`src/rtl/pp_rd_pkg.sv`:
```
package pp_rd_pkg;
  localparam int PP_DUR_W       = 5;
  localparam int PP_ALE_PCLKS   = 2;
  localparam int PP_FLASH_PCLKS = 7;
  localparam int PP_CNT_W       = PP_DUR_W + 1;

  typedef enum logic [2:0] {
    ST_IDLE, ST_ALE, ST_ALE_REC, ST_FLASH, ST_READ, ST_HOLD, ST_TURN
  } pp_state_e;

  typedef struct packed {
    logic [PP_DUR_W-1:0] dur;
    logic                hold;
    logic                flash;
    logic                ale_low;
  } pp_cfg_t;

  // strobe length in peripheral clocks; zero is promoted to one
  function automatic logic [PP_CNT_W-1:0] eff_dur(input logic [PP_DUR_W-1:0] d);
    if (d == '0) return PP_CNT_W'(1);
    return PP_CNT_W'(d);
  endfunction

  // length of a phase in peripheral clocks
  function automatic logic [PP_CNT_W-1:0] phase_len(input pp_state_e st, input pp_cfg_t c);
    case (st)
      ST_ALE:   return PP_CNT_W'(PP_ALE_PCLKS);
      ST_FLASH: return PP_CNT_W'(PP_FLASH_PCLKS);
      ST_READ:  return eff_dur(c.dur);
      default:  return PP_CNT_W'(1);
    endcase
  endfunction

  // phase order with optional phases skipped
  function automatic pp_state_e next_phase(input pp_state_e st, input pp_cfg_t c);
    case (st)
      ST_IDLE:    return ST_ALE;
      ST_ALE:     return ST_ALE_REC;
      ST_ALE_REC: return c.flash ? ST_FLASH : ST_READ;
      ST_FLASH:   return ST_READ;
      ST_READ:    return c.hold ? ST_HOLD : ST_TURN;
      ST_HOLD:    return ST_TURN;
      default:    return ST_IDLE;
    endcase
  endfunction
endpackage

```
`src/rtl/pp_pclk_tick.sv`:
```
module pp_pclk_tick #(
  parameter int DIV = 2
) (
  input  logic clk,
  input  logic rst_n,
  input  logic run,
  output logic pce
);
  localparam int CW = (DIV > 1) ? $clog2(DIV) : 1;
  localparam logic [CW-1:0] LAST = CW'(DIV - 1);

  logic [CW-1:0] div_cnt;

  assign pce = run && (div_cnt == LAST);

  always_ff @(posedge clk or negedge rst_n) begin
    if (!rst_n)          div_cnt <= '0;
    else if (!run)       div_cnt <= '0;
    else if (pce)        div_cnt <= '0;
    else                 div_cnt <= div_cnt + CW'(1);
  end

  AST_TICK_IDLE: assert property (@(posedge clk) disable iff (!rst_n)
    !run |=> !pce);
endmodule

```
`src/rtl/pp_rd_fsm.sv`:
```
module pp_rd_fsm
  import pp_rd_pkg::*;
(
  input  logic      clk,
  input  logic      rst_n,
  input  logic      start,
  input  logic      pce,
  input  pp_cfg_t   cfg,
  output pp_state_e state,
  output logic      rd_rise,
  output logic      done
);
  logic [PP_CNT_W-1:0] cnt;
  pp_state_e           nxt_st;
  logic                phase_end;

  assign nxt_st    = next_phase(state, cfg);
  assign phase_end = (state != ST_IDLE) && pce && (cnt == '0);
  assign rd_rise   = phase_end && (state == ST_READ);

  always_ff @(posedge clk or negedge rst_n) begin
    if (!rst_n) begin
      state <= ST_IDLE;
      cnt   <= '0;
      done  <= 1'b0;
    end else begin
      done <= 1'b0;
      if (state == ST_IDLE) begin
        if (start) begin
          state <= ST_ALE;
          cnt   <= phase_len(ST_ALE, cfg) - PP_CNT_W'(1);
        end
      end else if (phase_end) begin
        state <= nxt_st;
        cnt   <= phase_len(nxt_st, cfg) - PP_CNT_W'(1);
        if (state == ST_TURN) done <= 1'b1;
      end else if (pce) begin
        cnt <= cnt - PP_CNT_W'(1);
      end
    end
  end

  AST_DONE_PULSE: assert property (@(posedge clk) disable iff (!rst_n)
    done |=> !done);
  AST_DONE_IDLE: assert property (@(posedge clk) disable iff (!rst_n)
    done |-> state == ST_IDLE);
  AST_NO_HOLD_SKIP: assert property (@(posedge clk) disable iff (!rst_n)
    (rd_rise && cfg.hold) |=> state == ST_HOLD);
endmodule

```
`src/rtl/pp_rd_capture.sv`:
```
module pp_rd_capture #(
  parameter int DW = 8
) (
  input  logic          clk,
  input  logic          rst_n,
  input  logic          cap,
  input  logic [DW-1:0] d,
  output logic [DW-1:0] q
);
  always_ff @(posedge clk or negedge rst_n) begin
    if (!rst_n)   q <= '0;
    else if (cap) q <= d;
  end

  AST_CAPTURE_AT_RISE: assert property (@(posedge clk) disable iff (!rst_n)
    cap |=> q == $past(d));
endmodule

```
`src/rtl/pp_rd_seq.sv`:
```
module pp_rd_seq
  import pp_rd_pkg::*;
#(
  parameter int AW  = 16,
  parameter int DW  = 8,
  parameter int DIV = 2
) (
  input  logic                clk,
  input  logic                rst_n,
  input  logic                req_valid,
  input  logic [AW-1:0]       req_addr,
  input  logic [PP_DUR_W-1:0] req_dur,
  input  logic                req_hold,
  input  logic                req_flash,
  input  logic                req_ale_low,
  input  logic [DW-1:0]       ad_in,
  output logic                ale,
  output logic                rd_n,
  output logic [AW-1:0]       ad_out,
  output logic                ad_oe_lo,
  output logic                ad_oe_hi,
  output logic [DW-1:0]       rdata,
  output logic                done
);
  localparam int ALE_CYC = PP_ALE_PCLKS * DIV;
  localparam int RUN_W   = $clog2(ALE_CYC + 2) + 1;

  pp_state_e     state;
  pp_cfg_t       cfg_q;
  pp_cfg_t       cfg_sel;
  logic [AW-1:0] addr_q;
  logic          idle, accept, pce, rd_rise, ale_act;
  logic [RUN_W-1:0] ale_run;

  assign idle    = (state == ST_IDLE);
  assign accept  = req_valid && idle;
  assign cfg_sel = idle ? '{dur: req_dur, hold: req_hold, flash: req_flash,
                            ale_low: req_ale_low} : cfg_q;

  always_ff @(posedge clk or negedge rst_n) begin
    if (!rst_n) begin
      addr_q <= '0;
      cfg_q  <= '0;
    end else if (accept) begin
      addr_q <= req_addr;
      cfg_q  <= cfg_sel;
    end
  end

  pp_pclk_tick #(.DIV(DIV)) u_tick (
    .clk(clk), .rst_n(rst_n), .run(!idle), .pce(pce)
  );

  pp_rd_fsm u_fsm (
    .clk(clk), .rst_n(rst_n), .start(accept), .pce(pce), .cfg(cfg_q),
    .state(state), .rd_rise(rd_rise), .done(done)
  );

  pp_rd_capture #(.DW(DW)) u_cap (
    .clk(clk), .rst_n(rst_n), .cap(rd_rise), .d(ad_in), .q(rdata)
  );

  assign ale_act  = (state == ST_ALE);
  assign ale      = ale_act ^ cfg_q.ale_low;
  assign rd_n     = (state != ST_READ);
  assign ad_oe_hi = !idle;
  assign ad_oe_lo = (state == ST_ALE) || (state == ST_TURN);
  assign ad_out   = idle ? '0 : addr_q;

  // run length of the ALE pulse, for the width check only
  always_ff @(posedge clk or negedge rst_n) begin
    if (!rst_n)       ale_run <= '0;
    else if (ale_act) ale_run <= ale_run + RUN_W'(1);
    else              ale_run <= '0;
  end

  AST_IDLE_QUIET: assert property (@(posedge clk) disable iff (!rst_n)
    idle |-> (rd_n && !ad_oe_lo && !ad_oe_hi));
  AST_ALE_WIDTH: assert property (@(posedge clk) disable iff (!rst_n)
    $fell(ale_act) |-> ale_run == RUN_W'(ALE_CYC));
  AST_LO_RELEASED: assert property (@(posedge clk) disable iff (!rst_n)
    !rd_n |-> (!ad_oe_lo && ad_oe_hi && !ale_act));
  AST_BUSY_IGNORE: assert property (@(posedge clk) disable iff (!rst_n)
    (!idle && req_valid) |=> $stable(addr_q));
  AST_TURN_DRIVE: assert property (@(posedge clk) disable iff (!rst_n)
    done |-> $past(ad_oe_lo && rd_n));
endmodule

```
`config.mk`:
```
export PLATFORM = sky130hd
export DESIGN_NAME = pp_rd_seq
export DESIGN_NICKNAME = d
export VERILOG_FILES = /design/src/rtl/pp_rd_pkg.sv /design/src/rtl/pp_pclk_tick.sv /design/src/rtl/pp_rd_fsm.sv /design/src/rtl/pp_rd_capture.sv /design/src/rtl/pp_rd_seq.sv
export SDC_FILE = /design/constraint.sdc
export NUM_CORES = 1
export LEC_CHECK = 0
export ABC_AREA = 1
export BUFFER_PORTS_ARGS = -buffer_cell sky130_fd_sc_hd__buf_2
export CORE_AREA = 2 2 68 70
export CTS_CLUSTER_SIZE = 16
export DETAILED_ROUTE_END_ITERATION = 12
export DIE_AREA = 0 0 70 72
export HOLD_SLACK_MARGIN = 0.02
export PLACE_DENSITY = 0.76
export SYNTH_ARGS = -nofsm -noshare
export SYNTH_HDL_FRONTEND = slang
export SYNTH_SLANG_ARGS = --single-unit
```
`constraint.sdc`:
```
create_clock -name clk -period 2.22 [get_ports clk]
set_input_delay 0.111 -clock clk [delete_from_list [all_inputs] [get_ports clk]]
set_output_delay 0.111 -clock clk [all_outputs]
set_load 0.005 [all_outputs]
```
==> results of run 1 <==
[power by group through the flow]
stage	Clock [mW]	Combinational [mW]	Sequential, mW
2_1_floorplan	0	0.0110	0.810
3_3_place_gp	0	0.0643	0.809
3_5_place_dp	0	0.0652	0.809
4_1_cts	0.499	0.0667	0.794
5_1_grt	0.528	0.0720	0.795
6_report	0.478	0.0646	0.794
[metal layers]
layer	wire length, microns	global-route usage [%]	part of all wire (%)
met1	1860	21.8	44
met2	2130	32.3	51
met3	171	2.92	4.0
met4	61	7.26	1.4
met5	0	0	0
[state kept, by name, summed over array words and instances, names as in the netlist]
| signal | flops |
|---|---|
| addr_q | 16 |
| cfg_q | 8 |
| u_cap.q | 8 |
| u_fsm.cnt | 6 |
| u_fsm.done | 1 |
| u_fsm.state | 3 |
| u_tick.div_cnt | 1 |
[critical path, cell delays in order (launching register included)]
cell	delay, ns
dfrtp_1	0.45
inv_2	0.11
a21boi_4	0.20
nand2_1	0.13
nor2_1	0.10
nand2_1	0.07
nand2_2	0.10
ha_1	0.17
inv_1	0.04
nor2_1	0.17
nand2_1	0.07
nand3_1	0.07
nand3_1	0.07
[path summary, 6_finish.rpt]
check,start,end,slack [ns],cells after the start
setup / recovery,u_fsm.state[2],u_fsm.cnt[4],0.36,12
hold / removal,ad_in[3],u_cap.q[3],0.04,2
setup reg to reg,u_fsm.state[2],u_fsm.cnt[4],0.36,12
hold reg to reg,u_cap.q[3],u_cap.q[3],0.51,1
max in group asynchronous,rst_n,u_fsm.cnt[4],1.16,2
min in group asynchronous,rst_n,u_fsm.state[0],0.49,2
[cells in the final DEF (no fill, tap or decap), types with 2 or more instances in the layout]
master / Yosys / final
buf_2: 3 / 63
nor2_1: 53 / 53
dfrtp_1: 43 / 43
inv_1: 32 / 32
nand2_1: 27 / 27
a21oi_1: 22 / 22
nand3_1: 12 / 12
mux2_4: 8 / 8
o21ai_0: 7 / 7
clkbuf_8: 0 / 5
inv_2: 4 / 4
mux2_2: 4 / 4
nand2_4: 3 / 3
buf_4: 1 / 3
nor2_4: 2 / 2
nor2_2: 2 / 2
o21ai_1: 2 / 2
[stage by stage]
step / instance area [sq um] / hold slack [ns]
after floorplan: 2100 / -0.185
after global placement: 2460 / 0.301
after detailed placement: 2460 / 0.300
after CTS: 2560 / 0.0337
after global routing: 2560 / 0.0299
final: 2560 / 0.0415
[layout make-up]
class / instances / area [sq um]
Fill cell: 396 / 1710
Sequential cell: 43 / 1080
Multi-Input combinational cell: 151 / 850
Timing Repair Buffer: 67 / 348
Inverter: 36 / 135
Clock buffer: 6 / 72.6
Tap cell: 52 / 65.1
Clock inverter: 2 / 12.5
[logic make-up (layout without fill, tap and decap cells)]
kind of cell / after synthesis / after routing / share of synthesized area, %
AND/OR/NAND/NOR: 101 / 101 / 21.7
flip-flops: 43 / 43 / 51.2
buffers and inverters: 43 / 111 / 8.39
AO/OA/AOI/OAI: 36 / 36 / 9.88
multiplexers: 12 / 12 / 7.86
adder cells (fa/ha/maj): 1 / 1 / 0.595
XOR/XNOR: 1 / 1 / 0.417
==> impl_results.md, run 1 <==
- GP Congestion: 0.864
- Root Buffer: clkbuf_8
- Switch Pwr: 0.291 mW
- Layout cells sized above 1: 32.8%
- Seq/Total Area, Yosys: 51.2%
- Max-slew headroom: 39.1%
- Total power draw: 1.34 mW
- Via count: 1704
- DIE AREA: 5040 sq um
- Total Wirelength: 4.22 mm
- Clock transition at the registers of the reported paths: 0.08 ns
- #FFs+latches synth: 43
- Yosys warns: 0
- # Max-Cap Violations: 0
- First-pass GRT wire length: 7.19 mm
- Vias in the first global route: 1655
- CTS resizes: 0
- Post-synth ARST share: 100%
- Internal power: 1.05 mW
- Clock network power share: 35.8%
- Largest net degree at the start of global routing: 44
- WL/cell: 11.8 microns
- # Post-CTS Setup Buffers: 0
- # placed instances: 348
- Starting density of the core: 49.3%
- Syn Area/Cell: 8.87 sq um
- Global route overflow: 0
- Post-synthesis cell type count: 27
- Clock sink count: 43
- Most used DFF post-synth: dfrtp_1
- DRC Markers: 0
- Period minus WS final: 1.86 ns
- Final slew viol count: 0
- Critical path class: register to register
- Worst-margin pin slew: 0.913 ns
- Register share of total power: 59.4%
- Endpoints failing hold: 0
- Max clock buf depth: 2
- Cells after Synth: 237
- Arr. time, crit path: 2.04 ns
- Cell Count, Final, Fillers Out: 357
- IO buf count: 63
- WP data required: 2.40 ns
- Final Setup Violations: 0
- Clock Latency Late Sink: 0.29 ns
- Worst vdd ir: 0.399 mV
- Pleak: 1.43 nW
- Mapped Area: 2100 sq um
- Skew final: 0.00698 ns
- Total negative slack: 0 ns
- Number of diodes: 0
- Worst setup margin: 0.360 ns
- Switch share: 21.8%
- CP Max Fanout: 5
- Number of synthesized flops with an enable pin: 0
- Top cell type by total area after synthesis: dfrtp_1
- Total core area: 4260 sq um
- # IOs: 64
- H-tree depth: 2
- Synth top cells by count: nor2_1, dfrtp_1, inv_1
- # rows: 24
- Chip height: 72 microns
- Outcome: finished, final reports clean
- RSZ-0062 raised after global routing: no
- Fmax achieved: 0.538 GHz
- Net Count, Synth: 273
- Post-synth top area share: 51.2%
- Total CTS buffers: 5
- Power share of the combinational group: 4.8%
- Detail Placement HPWL: 3.23 mm
- Fin crit share: 83.8%
- Drt first pass iters: 4
- Hold/Removal Path Class: input pin to register
- ANT nets after route: 0
- Nets: 340
- Pre-CTS setup slack: 0.374 ns
- CTS Hold Bufs: 1
- Initial antenna violation count: 0
- Leading post-synthesis cells by cell area: dfrtp_1, nor2_1, inv_1
- Cell Pwr Density: 522 nW/um^2
- Crit end category: register
- CP startpoint kind: register
- Iter 0 DRT Violations: 90
- TritonCTS clock tree: built
- Top-count cell post-synth: nor2_1
- Via density: 4.77
- Finished Core Util: 60.0%
- Total Routing Usage GR: 18.0%
- Layout area overhead: 21.7%
- Die Width: 70 microns
No activity file was read; power rests on OpenSTA's default activity.
==> run 2, diff against run 1 <==
--- a/config.mk
+++ b/config.mk
@@ -5,14 +5,14 @@
 export SDC_FILE = /design/constraint.sdc
 export NUM_CORES = 1
 export LEC_CHECK = 0
-export ABC_AREA = 1
+export ABC_AREA = 0
 export BUFFER_PORTS_ARGS = -buffer_cell sky130_fd_sc_hd__buf_2
-export CORE_AREA = 2 2 68 70
+export CORE_AREA = 2 2 72 74
 export CTS_CLUSTER_SIZE = 16
 export DETAILED_ROUTE_END_ITERATION = 12
-export DIE_AREA = 0 0 70 72
+export DIE_AREA = 0 0 74 76
 export HOLD_SLACK_MARGIN = 0.02
-export PLACE_DENSITY = 0.76
+export PLACE_DENSITY = 0.72
 export SYNTH_ARGS = -nofsm -noshare
 export SYNTH_HDL_FRONTEND = slang
 export SYNTH_SLANG_ARGS = --single-unit
==> constraint.sdc (replaced) <==
create_clock -name clk -period 1.68 [get_ports clk]
set_input_delay 0.084 -clock clk [delete_from_list [all_inputs] [get_ports clk]]
set_output_delay 0.084 -clock clk [all_outputs]
set_load 0.005 [all_outputs]
==> run 2 against run 1 <==
  * The run now ends with negative setup slack left
  * Setup slack worse by 0.48 ns
  * Clock skew is 0.0026 ns lower
  * Combinational power is 120% higher
  * Via count is 13% higher
  * Sequential power is 32% higher
  * Largest cell class is now multi-input gates
  * Largest power group unchanged
==> impl_results.md, run 2 <==
- Layout area overhead: 55.2%
- CP Cell Sequence: o31a_4, nand3_4, nor3_2, nor2_1, ha_2, nand2b_1, mux2_4, o21ai_2
- Most used DFF post-synth: dfrtp_1
- DIE AREA: 5620 sq um (+12%)
- Mapped Area: 2150 sq um (+2.3%)
- Worst Hold Path EP: cfg_q[1]
- DRC Markers: 0 (unchanged)
- Most frequent cells in the layout: buf_2, dfrtp_1, buf_4
- Iter 0 DRT Violations: 69 (-23%)
- WL/cell: 14.9 microns (+26%)
- # rows: 26 (+8.3%)
- Global route overflow: 0 (unchanged)
- Largest net degree at the start of global routing: 44 (unchanged)
- Clock network power share: 34.2% (-1.6 points)
- Biggest regs: addr_q: 16 flops, cfg_q: 8 flops, u_cap.q: 8 flops
- Worst vdd ir: 0.580 mV (+45%)
- Synth Area in Compound Gates: 9.78% (-0.10 points)
- WP data required: 1.91 ns (-0.49 ns)
- Main combinational cell family by area after synthesis: multiplexers
- Cells after Synth: 181 (-24%)
- Worst Min Path Start: req_flash
- TritonCTS clock tree: built
- Chip height: 76 microns (+5.6%)
- Total CTS buffers: 5 (unchanged)
- Top cell type by total area after synthesis: dfrtp_1
- Post-Synth XOR/XNOR Area: 0.407% (-0.0092 points)
- # IOs: 64 (unchanged)
- Total power draw: 1.81 mW (+35%)
- Clock sink count: 43 (unchanged)
- Hold/Removal Path Class: input pin to register
- Post-synthesis cell type count: 44 (+63%)
- Cell Count, Final, Fillers Out: 382 (+7.0%)
- Total Wirelength: 5.67 mm (+34%)
- Top-count cell post-synth: dfrtp_1
- # Max-Cap Violations: 0 (unchanged)
- Synth top cells by count: dfrtp_1, mux2_2, nor2b_1
- Hold path depth: 2 (unchanged)
- Fraction of synthesized area in multiplexers: 18.7% (+11 points)
- Register share of total power: 58.1% (-1.3 points)
- Switch share: 21.9% (+0.18 points)
- Root Buffer: clkbuf_8
- Leading post-synthesis cells by cell area: dfrtp_1, mux2_2, mux2_4
- Endpoints failing hold: 0 (unchanged)
- Flop2flop setup slack: -0.12 ns (-0.48 ns)
- Starting density of the core: 43.8% (-5.5 points)
- Failing checks: negative setup slack
- CP startpoint kind: register
- Period minus WS final: 1.80 ns (-0.0569 ns)
- Reg2reg start: u_fsm.state[2]
- Max clock buf depth: 2 (unchanged)
- Nets: 349 (+2.6%)
- CP Buf/Inv Count: 0 (-2)
- Via count: 1921 (+13%)
- Pleak: 1.70 nW (+19%)
- CP peak stage delay: 0.42 ns (-0.03 ns)
- H-tree depth: 2 (unchanged)
- Power share of the combinational group: 7.7% (+2.9 points)
- Seq/Total Area, Yosys: 50.1% (-1.1 points)
- Synth Area in Simple Gates: 17.6% (-4.0 points)
- R2R Path End: u_fsm.cnt[2]
- Post-synth top area share: 50.1% (-1.1 points)
- Cell Pwr Density: 542 nW/um^2 (+3.7%)
- Pre-CTS setup slack: -0.0978 ns (-0.472 ns)
- Post-synth ARST share: 100% (unchanged)
- Crit end category: register
- Die Width: 74 microns (+5.7%)
- Final slew viol count: 0 (unchanged)
- Total core area: 4910 sq um (+15%)
- Most common cell after layout, fill and taps aside: buf_2
- Skew final: 0.00437 ns (-0.00261 ns)
- Clock Latency Late Sink: 0.30 ns (about the same)
- Largest reg by FF count: addr_q
- #FFs+latches synth: 43 (unchanged)
- # placed instances: 338 (-2.9%)
- Outcome: complete, but fails checks
- Max FFs per register: 16 (unchanged)
- Detail Placement HPWL: 3.54 mm (+9.6%)
- Net Count, Synth: 217 (-21%)
- Syn Area/Cell: 11.9 sq um (+34%)
- Fmax achieved: 0.555 GHz (+3.2%)
- Layout cells sized above 1: 54.8% (+22 points)
- RSZ-0062 raised after global routing: yes
- Switch Pwr: 0.397 mW (+36%)
- IO buf count: 63 (unchanged)
- Critical path class: register to register
- CP Max Fanout: 5 (unchanged)
- GP Congestion: 0.897 (+3.9%)
- Number of synthesized flops with an enable pin: 0 (unchanged)
- Vias in the first global route: 1899 (+15%)
- Post-synthesis adder-cell area fraction: 0.582% (-0.013 points)
- Clock transition at the registers of the reported paths: 0.08 ns (about the same)
- Yosys warns: 0 (unchanged)
- Max-slew headroom: 64.5% (+25 points)
- Arr. time, crit path: 2.03 ns (about the same)
- Worst setup margin: -0.123 ns (-0.483 ns)
- Number of diodes: 0 (unchanged)
- Fin crit share: 107% (+24 points)
- Internal power: 1.41 mW (+35%)
- Final Setup Violations: 10 (+10)
- Drt first pass iters: 4 (unchanged)
- FF-to-FF path depth: 8 (-4)
- Via density: 5.03 (+5.4%)
- Worst-margin pin slew: 0.533 ns (-0.380 ns)
- First-pass GRT wire length: 8.81 mm (+23%)
- Delay-heaviest family, CP: compound AO/OA/AOI/OAI gates
- Initial antenna violation count: 0 (unchanged)
- ANT nets after route: 0 (unchanged)
- Total Routing Usage GR: 20.3% (+2.4 points)
- Slowest cell on the critical path: dfrtp_1
## run 2: cell type report
class                      instances  area, sq um
sequential                        43         1080
fill                             347         1580
multi-input combinational        128         1110
tap                               70         87.6
clock buffer                       5         68.8
clock inverter                     1         7.51
timing repair buffer             133          977
inverter                           2         7.51
## run 2: logic make-up (layout without fill, tap and decap cells)
kind of cell | count (synthesis) | in the layout
xor+xnor | 1 | 1
simple gates | 64 | 64
flops | 43 | 43
fa+ha+maj | 1 | 1
mux | 33 | 33
compound gates | 29 | 29
buf+inv | 10 | 141
## run 2: worst max path at each step
stage | slack, ns | depth (start not counted) | startpoint | endpoint
floorplan | -0.1 | 8 | u_fsm.state[2] | u_fsm.cnt[2]
global placement | -0.05 | 8 | u_fsm.state[2] | u_fsm.cnt[2]
detailed placement | -0.1 | 8 | u_fsm.state[2] | u_fsm.cnt[2]
CTS | -0.09 | 8 | u_fsm.state[1] | u_fsm.cnt[2]
global route | -0.16 | 9 | u_fsm.state[0] | u_fsm.cnt[2]
finish | -0.12 | 8 | u_fsm.state[2] | u_fsm.cnt[2]
## run 2: metal layers
layer	GRT usage, %	vias to the layer above	share of wire [%]
met4	9.09	0	3.3
met1	24.6	938	40
li1	-	906	-
met2	34.1	60	53
met5	0	-	0
met3	4.23	17	4.0
## run 2: per-stage QoR
step           utilization, %  setup TNS (ns)  instance area [sq um]  hold WS, ns
2_1_floorplan               -         -0.0967                   2170       -0.212
3_3_place_gp             56.5         -0.0546                   2780        0.186
5_1_grt                  67.9           -1.49                   3340       0.0306
3_5_place_dp             56.5          -0.214                   2780        0.186
4_1_cts                  65.0          -0.456                   3190       0.0231
6_report                 67.9          -0.367                   3340       0.0396
## run 2: power groups by stage
stage / Clock [mW] / Sequential [mW] / Combinational (mW)
after floorplan: 0 / 1.07 / 0.0149
after global placement: 0 / 1.07 / 0.0856
after detailed placement: 0 / 1.07 / 0.0878
after CTS: 0.634 / 1.05 / 0.138
after global routing: 0.677 / 1.05 / 0.152
final: 0.619 / 1.05 / 0.139
## run 2: timing repair
item | in CTS | in global routing
endpoints found under the hold margin | 70 | 0
pin swaps | 8 | 8
buffers inserted | 4 | 4
setup endpoints to repair | 20 | 48
hold buffers | 28 | 0
gates cloned | 0 | 2
gates resized for setup | 7 | 19
==> run 3, diff against run 2 <==
--- a/config.mk
+++ b/config.mk
@@ -7,12 +7,12 @@
 export LEC_CHECK = 0
 export ABC_AREA = 0
 export BUFFER_PORTS_ARGS = -buffer_cell sky130_fd_sc_hd__buf_2
-export CORE_AREA = 2 2 72 74
+export CORE_AREA = 2 2 66 68
 export CTS_CLUSTER_SIZE = 16
 export DETAILED_ROUTE_END_ITERATION = 12
-export DIE_AREA = 0 0 74 76
+export DIE_AREA = 0 0 68 70
 export HOLD_SLACK_MARGIN = 0.02
-export PLACE_DENSITY = 0.72
+export PLACE_DENSITY = 0.81
 export SYNTH_ARGS = -nofsm -noshare
 export SYNTH_HDL_FRONTEND = slang
 export SYNTH_SLANG_ARGS = --single-unit
==> constraint.sdc (replaced) <==
create_clock -name clk -period 2.29 [get_ports clk]
set_input_delay 0.1145 -clock clk [delete_from_list [all_inputs] [get_ports clk]]
set_output_delay 0.1145 -clock clk [all_outputs]
set_load 0.005 [all_outputs]
==> run 3 against run 2 <==
  * The run now ends clean
  * Final cell count is 21% lower
  * Critical endpoint unchanged
  * Cell area is 21% lower
  * Non-clock buffer count is 63 lower
  * Maximum frequency is 12% lower
  * Via count is 15% lower
  * Sequential cell count stayed put
==> impl_results.md, run 3 (same netlist as run 2, synthesis figures left out) <==
- Outcome: finished, final reports clean
- Root Buffer: clkbuf_8
- IO buf count: 63 (unchanged)
- Layout area overhead: 22.5%
- Global route overflow: 0 (unchanged)
- Starting density of the core: 51.9% (+8.1 points)
- Fin crit share: 89.8% (-18 points)
- Max-slew headroom: 38.6% (-26 points)
- Detail Placement HPWL: 3.27 mm (-7.6%)
- Skew final: 0.00339 ns (-0.000974 ns)
- Via count: 1639 (-15%)
- Largest reg by FF count: addr_q
- Top routing layer in use: met4
- Worst-margin pin slew: 0.921 ns (+0.388 ns)
- # rows: 24 (-7.7%)
- Crit end category: register
- Arr. time, crit path: 2.27 ns (+0.24 ns)
- Layout cells sized above 1: 46.4% (-8.4 points)
- Nets: 286 (-18%)
- DRC Markers: 0 (unchanged)
- First-pass GRT wire length: 7.43 mm (-16%)
- Fmax achieved: 0.486 GHz (-12%)
- Most frequent cells in the layout: buf_2, dfrtp_1, mux2_2
- DIE AREA: 4760 sq um (-15%)
- # Max-Cap Violations: 0 (unchanged)
- WL/cell: 14.5 microns (-2.1%)
- Iter 0 DRT Violations: 57 (-17%)
- Critical path class: register to register
- Final slew viol count: 0 (unchanged)
- WP data required: 2.51 ns (+0.60 ns)
- Max FFs per register: 16 (unchanged)
- Total Wirelength: 4.39 mm (-23%)
- Biggest regs: addr_q: 16 flops, cfg_q: 8 flops, u_cap.q: 8 flops
- TritonCTS clock tree: built
- Most common cell after layout, fill and taps aside: buf_2
- # Post-CTS Setup Buffers: 0 (-4)
- Number of diodes: 0 (unchanged)
- Via density: 5.43 (+7.9%)
- Total negative slack: 0 ns (+0.367 ns)
- Pleak: 1.38 nW (-19%)
- Placed cell area: 2520 sq um (-9.2%)
- Flop2flop setup slack: 0.23 ns (+0.36 ns)
- DR WL met2: 2.21 mm (-27%)
- Endpoints failing hold: 0 (unchanged)
- Routed met1 length: 1.84 mm (-18%)
- Period minus WS final: 2.06 ns (+0.254 ns)
- Vias in the first global route: 1673 (-12%)
- Clock transition at the registers of the reported paths: 0.08 ns (about the same)
- Total Routing Usage GR: 20.7% (+0.35 points)
- ANT nets after route: 0 (unchanged)
- Largest net degree at the start of global routing: 44 (unchanged)
- Cell Pwr Density: 527 nW/um^2 (-2.7%)
- Clock Latency Late Sink: 0.29 ns (about the same)
- Initial antenna violation count: 0 (unchanged)
- Total core area: 4140 sq um (-16%)
- Worst vdd ir: 0.510 mV (-12%)
- Die Width: 68 microns (-8.1%)
- Chip height: 70 microns (-7.9%)
- Hold/Removal Path Class: input pin to register
- Final Setup Violations: 0 (-10)
- Clock sink count: 43 (unchanged)
- Max clock buf depth: 2 (unchanged)
- RSZ-0062 raised after global routing: no
- Drt first pass iters: 4 (unchanged)
- H-tree depth: 2 (unchanged)
- Metal3 WL: 232 microns (+1.3%)
- CP startpoint kind: register
- GP Congestion: 0.895 (-0.21%)
- Post-route design area: 2630 sq um (-21%)
- Total CTS buffers: 5 (unchanged)
- # IOs: 64 (unchanged)
- CP Max Fanout: 7 (+2)
run 3: cell count changes in the layout (fill, tap and decap cells not counted), sizes merged:
cell | previous run | this run
buf | 103 | 69
bufinv | 0 | 1
clkinvlp | 1 | 0
clkbuf | 7 | 6
dlygate4sd3 | 28 | 1
run 3: area by class of cell:
| class | instances | area (sq um) |
|---|---|---|
| tap | 52 | 65.1 |
| inverter | 2 | 7.51 |
| clock inverter | 1 | 30.0 |
| multi-input combinational | 128 | 1010 |
| timing repair buffer | 70 | 370 |
| sequential | 43 | 1080 |
| clock buffer | 6 | 72.6 |
| fill | 340 | 1510 |
run 3: routing by layer:
metal / vias up / global-route usage (%)
li1: 780 / -
met1: 784 / 26.5
met2: 63 / 32.0
met3: 12 / 5.64
met4: 0 / 9.78
met5: - / 0
run 3: final timing paths:
| check | from | cells after the start | endpoint |
|---|---|---|---|
| worst max register to register | u_fsm.state[0] | 8 | u_fsm.cnt[2] |
| worst min register to register | addr_q[15] | 1 | addr_q[15] |
| min in group asynchronous | rst_n | 2 | u_cap.q[1] |
| worst max-delay path | u_fsm.state[0] | 8 | u_fsm.cnt[2] |
| max in group asynchronous | rst_n | 2 | addr_q[14] |
| worst min-delay path | ad_in[6] | 2 | u_cap.q[6] |
run 3: per-stage QoR:
stage / std cells / setup WS [ns] / power (mW) / hold WS [ns] / util (%)
2_1_floorplan: 181 / 0.434 / 0.796 / -0.181 / -
3_3_place_gp: 294 / 0.349 / 0.845 / 0.307 / 60.8
3_5_place_dp: 294 / 0.262 / 0.848 / 0.309 / 60.8
4_1_cts: 302 / 0.233 / 1.41 / 0.0448 / 63.6
5_1_grt: 302 / 0.0539 / 1.44 / 0.0426 / 63.6
6_report: 302 / 0.233 / 1.39 / 0.0519 / 63.6
run 3: where the power goes:
part           total, mW  switching (mW)  internal, mW
combinational     0.0622          0.0269        0.0353
sequential         0.770         0.00394         0.766
clock              0.557           0.237         0.319
run 3: repair_timing:
action	CTS	global route
endpoints found under the hold margin	43	0
resized for setup	0	0
hold buffers	1	0
run 3: worst max-delay path: stages (launching register included):
cell,delay [ns]
dfrtp_1,0.39
o31a_4,0.39
nand3_1,0.20
a21oi_1,0.07
nor2_1,0.19
ha_1,0.29
nand2b_1,0.08
mux2_2,0.27
o21ai_1,0.12
